==> src/rtl/cbi_pkg.sv <==
package cbi_pkg;

  typedef enum logic {
    SEL_DATA = 1'b0,
    SEL_CTRL = 1'b1
  } reg_sel_e;

  localparam int unsigned BIT_WE     = 0;
  localparam int unsigned BIT_RE     = 1;
  localparam int unsigned BIT_WPEND  = 8;
  localparam int unsigned BIT_RPEND  = 9;
  localparam int unsigned BIT_IRQ    = 10;
  localparam int unsigned BIT_RVALID = 15;

  // Transmit side is low when occupancy is at or under its threshold.
  function automatic logic tx_low(input int unsigned occ, input int unsigned th);
    return occ <= th;
  endfunction

  function automatic int unsigned free_slots(input int unsigned depth, input int unsigned occ);
    return depth - occ;
  endfunction

  // Receive side needs service when space is scarce, or when data sits and the host is done.
  function automatic logic rx_service(input int unsigned depth, input int unsigned occ,
                                      input int unsigned th, input logic done);
    return (free_slots(depth, occ) <= th) || ((occ != 0) && done);
  endfunction

endpackage

==> src/rtl/cbi_fifo.sv <==
module cbi_fifo #(
  parameter int unsigned DEPTH = 64,
  parameter int unsigned WIDTH = 8,
  localparam int unsigned AW   = $clog2(DEPTH),
  localparam int unsigned CNTW = AW + 1
) (
  input  logic            clk,
  input  logic            rst_n,
  input  logic            push,
  input  logic [WIDTH-1:0] din,
  input  logic            pop,
  output logic [WIDTH-1:0] dout,
  output logic [CNTW-1:0] occ,
  output logic            full,
  output logic            empty,
  output logic            push_ok,
  output logic            pop_ok
);

  logic [WIDTH-1:0] mem [DEPTH];
  logic [AW-1:0]    wptr, rptr;

  assign full    = (occ == CNTW'(DEPTH));
  assign empty   = (occ == '0);
  assign push_ok = push && !full;
  assign pop_ok  = pop && !empty;
  assign dout    = mem[rptr];

  always_ff @(posedge clk) begin
    if (push_ok) mem[wptr] <= din;
  end

  always_ff @(posedge clk) begin
    if (!rst_n) begin
      wptr <= '0;
      rptr <= '0;
      occ  <= '0;
    end else begin
      if (push_ok) wptr <= (wptr == AW'(DEPTH - 1)) ? '0 : wptr + 1'b1;
      if (pop_ok)  rptr <= (rptr == AW'(DEPTH - 1)) ? '0 : rptr + 1'b1;
      case ({push_ok, pop_ok})
        2'b10:   occ <= occ + 1'b1;
        2'b01:   occ <= occ - 1'b1;
        default: occ <= occ;
      endcase
    end
  end

endmodule

==> src/rtl/cbi_irq.sv <==
module cbi_irq
  import cbi_pkg::*;
#(
  parameter int unsigned DEPTH = 64,
  parameter int unsigned WR_TH = 8,
  parameter int unsigned RD_TH = 8,
  parameter int unsigned CNTW  = 7
) (
  input  logic [CNTW-1:0] tx_occ,
  input  logic [CNTW-1:0] rx_occ,
  input  logic            idle_q,
  input  logic            we,
  input  logic            re,
  output logic            wr_pend,
  output logic            rd_pend,
  output logic            irq
);

  always_comb begin
    wr_pend = tx_low(int'(tx_occ), WR_TH);
    rd_pend = rx_service(DEPTH, int'(rx_occ), RD_TH, idle_q);
    irq     = (wr_pend && we) || (rd_pend && re);
  end

endmodule

==> src/rtl/char_bridge_irq.sv <==
module char_bridge_irq
  import cbi_pkg::*;
#(
  parameter int unsigned DEPTH = 64,
  parameter int unsigned CHW   = 8,
  parameter int unsigned DW    = 32,
  parameter int unsigned WR_TH = 8,
  parameter int unsigned RD_TH = 8
) (
  input  logic           clk,
  input  logic           rst_n,
  input  logic           bus_wr,
  input  logic           bus_rd,
  input  logic           bus_addr,
  input  logic [DW-1:0]  bus_wdata,
  output logic [DW-1:0]  bus_rdata,
  output logic           host_tx_valid,
  output logic [CHW-1:0] host_tx_data,
  input  logic           host_tx_pop,
  input  logic           host_rx_push,
  input  logic [CHW-1:0] host_rx_data,
  output logic           host_rx_ready,
  input  logic           host_idle,
  output logic           irq
);

  localparam int unsigned CNTW = $clog2(DEPTH) + 1;

  logic            we_q, re_q, idle_q;
  logic            data_wr, data_rd, ctrl_wr;
  logic [CNTW-1:0] tx_occ, rx_occ;
  logic            tx_full, tx_empty, rx_full, rx_empty;
  logic            tx_push_ok, tx_pop_ok, rx_push_ok, rx_pop_ok;
  logic [CHW-1:0]  rx_dout;
  logic            wr_pend, rd_pend;

  assign data_wr = bus_wr && (reg_sel_e'(bus_addr) == SEL_DATA);
  assign ctrl_wr = bus_wr && (reg_sel_e'(bus_addr) == SEL_CTRL);
  assign data_rd = bus_rd && (reg_sel_e'(bus_addr) == SEL_DATA);

  cbi_fifo #(.DEPTH(DEPTH), .WIDTH(CHW)) u_txq (
    .clk(clk), .rst_n(rst_n),
    .push(data_wr), .din(bus_wdata[CHW-1:0]),
    .pop(host_tx_pop), .dout(host_tx_data),
    .occ(tx_occ), .full(tx_full), .empty(tx_empty),
    .push_ok(tx_push_ok), .pop_ok(tx_pop_ok)
  );

  cbi_fifo #(.DEPTH(DEPTH), .WIDTH(CHW)) u_rxq (
    .clk(clk), .rst_n(rst_n),
    .push(host_rx_push), .din(host_rx_data),
    .pop(data_rd), .dout(rx_dout),
    .occ(rx_occ), .full(rx_full), .empty(rx_empty),
    .push_ok(rx_push_ok), .pop_ok(rx_pop_ok)
  );

  assign host_tx_valid = !tx_empty;
  assign host_rx_ready = !rx_full;

  always_ff @(posedge clk) begin
    if (!rst_n) begin
      we_q   <= 1'b0;
      re_q   <= 1'b0;
      idle_q <= 1'b0;
    end else begin
      idle_q <= host_idle;
      if (ctrl_wr) begin
        we_q <= bus_wdata[BIT_WE];
        re_q <= bus_wdata[BIT_RE];
      end
    end
  end

  cbi_irq #(.DEPTH(DEPTH), .WR_TH(WR_TH), .RD_TH(RD_TH), .CNTW(CNTW)) u_irq (
    .tx_occ(tx_occ), .rx_occ(rx_occ), .idle_q(idle_q),
    .we(we_q), .re(re_q),
    .wr_pend(wr_pend), .rd_pend(rd_pend), .irq(irq)
  );

  always_comb begin
    bus_rdata = '0;
    if (bus_rd) begin
      if (reg_sel_e'(bus_addr) == SEL_DATA) begin
        bus_rdata[BIT_RVALID] = !rx_empty;
        if (!rx_empty) bus_rdata[CHW-1:0] = rx_dout;
      end else begin
        bus_rdata[BIT_WE]    = we_q;
        bus_rdata[BIT_RE]    = re_q;
        bus_rdata[BIT_WPEND] = wr_pend;
        bus_rdata[BIT_RPEND] = rd_pend;
        bus_rdata[BIT_IRQ]   = irq;
      end
    end
  end

endmodule

==> config.mk <==
export PLATFORM = sky130hd
export DESIGN_NAME = char_bridge_irq
export DESIGN_NICKNAME = d
export VERILOG_FILES = /design/src/rtl/cbi_pkg.sv /design/src/rtl/cbi_fifo.sv /design/src/rtl/cbi_irq.sv /design/src/rtl/char_bridge_irq.sv
export SDC_FILE = /design/constraint.sdc
export NUM_CORES = 1
export LEC_CHECK = 0
export BUFFER_PORTS_ARGS = -buffer_cell sky130_fd_sc_hd__buf_2
export CORE_UTILIZATION = 60
export DETAILED_ROUTE_END_ITERATION = 10
export GPL_ROUTABILITY_DRIVEN = 0
export PLACE_DENSITY = 0.77
export SYNTH_ARGS = -nofsm -noshare
export SYNTH_HDL_FRONTEND = slang
export SYNTH_SLANG_ARGS = --single-unit
export TNS_END_PERCENT = 20
==> constraint.sdc <==
create_clock -name clk -period 8.03 [get_ports clk]
set_input_delay 0.4015 -clock clk [delete_from_list [all_inputs] [get_ports clk]]
set_output_delay 0.4015 -clock clk [all_outputs]
set_load 0.02 [all_outputs]
; Yosys cells after proc, flatten, opt, wreduce, memory -nomap -nowiden
; Memories as Yosys holds them, arrays and structs flattened. A register that Yosys moved wholly into a read port is not among the register bits.
; Index checks and enable logic that the tools add are counted.
[totals]
register_bits = 41
ramBits = 1024
mem_count = 2
[mem_list]
columns = name, words, word_bits, rd, rd_ports_with_merged_regs, write_ports, line_no
row1 = u_rxq.mem, 64, 8, 1, 1, 1, cbi_fifo.sv:20  ; logic [WIDTH-1:0] mem [DEPTH];
row2 = u_txq.mem, 64, 8, 1, 1, 1, cbi_fifo.sv:20
[op_classes]
add_sub_neg = 9
magnitude_cmp = 2
n_eq_ne = 10
muxes = 21
bitwise_logic = 1
reduce_logical = 21
[ops]
columns = cell, count
row1 = $mux 6, 9
row2 = $le 32x4->1 const B, 1
row3 = $pmux 7 s2, 2
row4 = $add 6x1->6 const B, 4
row5 = $eq 6x6->1 const B, 4
row6 = $add 7x1->7 const B, 2
row7 = $eq 7x7->1 const B, 2
row8 = $logic_not 7->1, 2
row9 = $sub 7x1->7 const B, 2
row10 = $mux 11, 1
row11 = $logic_and 1x1->1, 10
row12 = $mux 8, 1
row13 = $sub 7x7->8 const A, 1
row14 = $le 7x4->1 const B, 1
row15 = $reduce_bool 7->1, 1
row16 = $mux 1, 6
row17 = $eq 2x1->1 const B, 2
row18 = $eq 2x2->1 const B, 2
row19 = $logic_not 1->1, 4
row20 = $reduce_bool 2->1, 2
row21 = $mux 3, 1
row22 = $logic_or 1x1->1, 2
row23 = $mux 2, 1
row24 = $not 1->1, 1

; Depth between registers and ports, before layout
[depth]
word_depth = 7
depth_mapped = 13
mapped_depth_nobuf = 12

; By module
; A second synthesis with hierarchy kept.
[hier_totals]
cells_unflattened = 2221
area_unflattened_um2 = 42939.9
[by_module_without_submodules]
columns = mod, instances, cells_per_inst, area_each_um2
row1 = cbi_fifo, 2, 1080, 21221.6
row2 = char_bridge_irq, 1, 51, 397.9
row3 = cbi_irq, 1, 10, 98.8

; Worst setup path after synthesis
; Ideal clock, no wire load.
[synth_timing]
path_kind = flip-flop to flip-flop
startpoint = register u_txq.occ[0]
endpoint = register u_txq.occ[6]
arrival_ns = 3.197
required_ns = 7.954
setup_slack_ns = 4.758
stages_incl_launch_ff = 13
n_path_buf = 1
cell_sequence = dfxtp_1 > nor4_1 > nand2_1 > and2_1 > clkbuf_1 > ha_1 > ha_1 > nor2b_1 > o21ai_0 > a21oi_1 > or4_1 > a31o_2 > a21boi_0
[synth_between]
elab_chain_cells = 5
[synth_lines]
columns = item, line_no
row1 = "start, declared", cbi_fifo.sv:13  ; output logic [CNTW-1:0] occ,
row2 = "start signal, assigned", cbi_fifo.sv:42  ; 2'b10: occ <= occ + 1'b1;
row3 = "start signal, assigned", cbi_fifo.sv:43  ; 2'b01: occ <= occ - 1'b1;
row4 = $logic_not 7->1 (*), cbi_fifo.sv:24  ; assign empty = (occ == '0);
row5 = $logic_not 1->1 (*), -
row6 = net host_tx_valid, char_bridge_irq.sv:17  ; output logic host_tx_valid,
row7 = $logic_and 1x1->1 (*), cbi_fifo.sv:26  ; assign pop_ok = pop && !empty;
row8 = $eq 2x1->1 or $eq 2x2->1 (tied branches), cbi_fifo.sv:41  ; case ({push_ok, pop_ok})
row9 = $pmux 7 s2 or $reduce_bool 2->1 (tied branches), -
; The timed path passes the listed nets; every way through them passes the cells marked *.
; A chain may end at the register's enable or synchronous reset.

==> summary.md <==
| Metric | Value |
|---|---|
| Critical-path top delay cell | `dfxtp_4` |
| Fin Hold WS | `0.0568 ns` |
| CTS tree | `built` |
| DP Wirelength | `50.9 mm` |
| Share of cells above drive strength 1 | `0.227` |
| Cell chain of the critical path | `buf_4, mux4_2, mux4_2, a22oi_1, nand2_1, buf_2` |
| Hold-critical path depth | `3` |
| #FFs+latches synth | `1,077` |
| Cell Count, Final, Fillers Out | `3,136` |
| Clock latency on the worst-skew pair | `0.69 ns` |
| Final worst-path cycle share | `0.562` |
| Slew headroom | `0.157` |
| Maximum operating frequency | `0.222 GHz` |
| Hold Fails Final Rpt | `0` |
| Post-Syn Instances | `2,063` |
| Filler cell count | `4,331` |
| Initial core utilization | `0.607` |
| Placed cell count | `2,950` |
| Post-synthesis sequential area ratio | `0.749` |
| Async SR Flop Fraction | `0` |
| H-tree Lvls | `3` |
| Final worst slack | `3.52 ns` |
| Final wirelength | `88.1 mm` |
| Dpl ws | `4.20 ns` |
| Met1 wire length | `32.9 mm` |
| CTS max path bufs | `3` |
| CTS sink count | `1,077` |
| Antenna viol nets, final | `0` |
| Routed length per instance | `28.1 µm` |
| First-pass DRT Iterations | `6` |
| Die area | `71,900 µm²` |
| Largest net degree at the start of global routing | `99` |
| TritonCTS buffer count | `103` |
| Crit-path most repeated cell | `mux4_2` |
| Clock-pin slew on the worst setup and hold paths | `0.06 ns` |
| Crit path required time | `7.63 ns` |
| Initial antenna violation count | `1` |
| RSZ-0062 raised after global routing | `false` |
| FF-to-FF End | `u_txq.occ[6]` |
| R2R Setup Slk | `4.15 ns` |
| Post-synth EDFFs | `1,024` |
| CP delay by family, top | `buffers and inverters` |
| Mapped cell area | `42,500 µm²` |
| Reg2Reg Depth | `11` |
| Worst-margin pin slew | `1.27 ns` |
| Worst Path Arrival | `4.11 ns` |
| Maximum fanout along the worst path | `65` |
| CORE AREA | `70,000 µm²` |
| Yosys cell types | `56` |
| Commonest non-fill, non-tap cells in the layout | `edfxtp_1 (1,024), mux4_2 (290), nor2_1 (153), clkbuf_16 (103), nand2_1 (64)` |
| Synth Warn # | `0` |
| Total track usage | `0.254` |
| Commonest non-fill, non-tap cell in the layout | `edfxtp_1` |
| First-pass GRT wire length | `132 mm` |
| WP buf/inv | `2` |
| CTS root buf | `clkbuf_16` |
| Rows | `97` |
| Vias per cell | `6.50` |
| Max incr delay on CP | `0.98 ns` |
| FF-to-FF Start | `u_txq.occ[0]` |
| Final #Nets | `2,182` |
| Final instance area | `46,700 µm²` |
| GRT Residual Overflow | `0` |
| ANT cells | `0` |
| Clk_skew | `0.0428 ns` |
| Status | `finished, final reports clean` |
| Power per cell area | `275 nW/µm²` |
| IO Pins | `91` |
| First DRT Iteration DRCs | `2,472` |
| Post-DP Area | `43,400 µm²` |
| WL met2 | `45.3 mm` |
| Hold EP | `re_q` |
| DR WL met3 | `6.68 mm` |
| Max_cap viols | `0` |
| Vias in the first global route | `20,600` |
| Die X | `268 µm` |
| Crit path launch type | `flip-flop` |
| Setup violators final | `0` |
| Mapped Avg Cell Area | `20.6 µm²` |
| Number of port buffers | `46` |
| Min Tclk post-route | `4.51 ns` |
| Highest Signal Layer | `met5` |
| Ys flop type | `edfxtp_1` |
| Die height | `268 µm` |
| DRC viols | `0` |
| Via Count | `20,400` |
| Peak VDD IR | `0.252 mV` |
| Slew Viols, Final | `0` |
| Crit. End Element | `output port` |
| Layout area overhead | `9.94%` |
| Leakage | `14.1 nW` |
| Worst hold path type | `input port to flip-flop` |
| Kind of critical path | `flip-flop to output port` |
| CTS resizes | `0` |
| Final setup TNS | `0 ns` |
| Min-Delay Startpoint | `bus_wr` |
[Yosys cell counts, types with 5 or more instances]
library cell / instances / area (µm²)
dfxtp_1: 53 / 1060
buf_1: 17 / 63.8
nor3_1: 6 / 30.0
ha_1: 16 / 200
mux4_2: 290 / 6530
nand3_1: 24 / 120
or3_1: 5 / 31.3
xnor2_1: 13 / 114
nor2b_1: 22 / 138
a21boi_0: 7 / 52.6
mux2i_1: 60 / 601
buf_4: 37 / 278
and3_1: 5 / 31.3
nand4_1: 8 / 50.1
a21oi_1: 17 / 85.1
edfxtp_1: 1024 / 30700
o211ai_1: 9 / 67.6
o21ai_0: 25 / 125
nand2_1: 64 / 240
inv_1: 18 / 67.6
buf_2: 27 / 135
o2111ai_1: 5 / 43.8
a22oi_1: 19 / 143
nor2_1: 153 / 574
xor2_1: 8 / 70.1
and2_1: 21 / 131
nand3b_1: 7 / 52.6
a211oi_1: 10 / 75.1
clkbuf_1: 43 / 161
[kinds of logic (layout without fill, tap and decap cells)]
logic type / count (synthesis) / in the layout / synth area share
compound gates: 119 / 119 / 0.0194
xor+xnor: 21 / 21 / 0.00433
fa+ha+maj: 18 / 18 / 0.00566
buf+inv: 147 / 261 / 0.0181
flops: 1077 / 1077 / 0.749
mux: 350 / 350 / 0.168
other cells: 1 / 20 / 0.0000883
simple gates: 330 / 330 / 0.0357
[worst max path at each step]
stage / cells past startpoint / startpoint / endpoint / slack, ns
finish: 6 / flip-flop / host_tx_data[4] / 3.52
global placement: 6 / flip-flop / host_tx_data[7] / 4.18
floorplan: 12 / u_txq.occ[0] / u_txq.occ[6] / 4.76
detailed placement: 6 / flip-flop / host_tx_data[7] / 4.20
CTS: 7 / flip-flop / host_tx_data[2] / 3.50
global route: 6 / flip-flop / host_tx_data[1] / 3.35
[timing repair]
action                                  4_1_cts  5_1_grt
endpoints found under the setup margin        0        0
hold buffers                                  1        0
buffers inserted                              0        0
hold endpoints to repair                      1        0
[worst reg2reg max path, delay by kind of cell (launching register included)]
kind                       cells  cell delay [ns]
adders and majority gates      2             0.75
AOI/OAI and AO/OA              4             0.78
DFF                            1             0.35
and+or+nand+nor                5             1.95
[routing by layer]
layer  GRT usage  vias to the layer above
met2       0.426                     1009
met1       0.340                    10700
met4      0.0947                        2
met5           0                        -
met3      0.0411                      202
li1            -                     8510
[layout make-up]
class                      instances  area, µm²  share of cell area
sequential                      1077      31800               0.682
multi-input combinational        858       9970               0.213
clock buffer                     127       2670              0.0571
tap                              940       1180              0.0252
clock inverter                    58        642              0.0137
timing repair buffer              58        348             0.00745
inverter                          18       67.6             0.00145
[registers in the layout, indices dropped and copies added, names as in the netlist, named ones only]
register	flops
idle_q	1
re_q	1
u_rxq.mem	512
u_rxq.occ	7
u_rxq.rptr	6
u_rxq.wptr	6
u_txq.mem	512
u_txq.occ	7
u_txq.rptr	6
u_txq.wptr	6
we_q	1
[stage by stage]
stage           util  power (mW)
5_1_grt        0.667        13.2
6_report       0.667        12.8
3_3_place_gp   0.619        8.15
4_1_cts        0.667        12.9
2_1_floorplan      -        7.71
3_5_place_dp   0.619        8.19
[power breakdown]
group          internal (mW)  leakage, nW  switching, mW
combinational          0.827         2.84          0.908
clock                   2.72         1.60           2.05
sequential              6.20         9.64          0.129
total                   9.75         14.1           3.08
(Power assumes the default switching activity.)
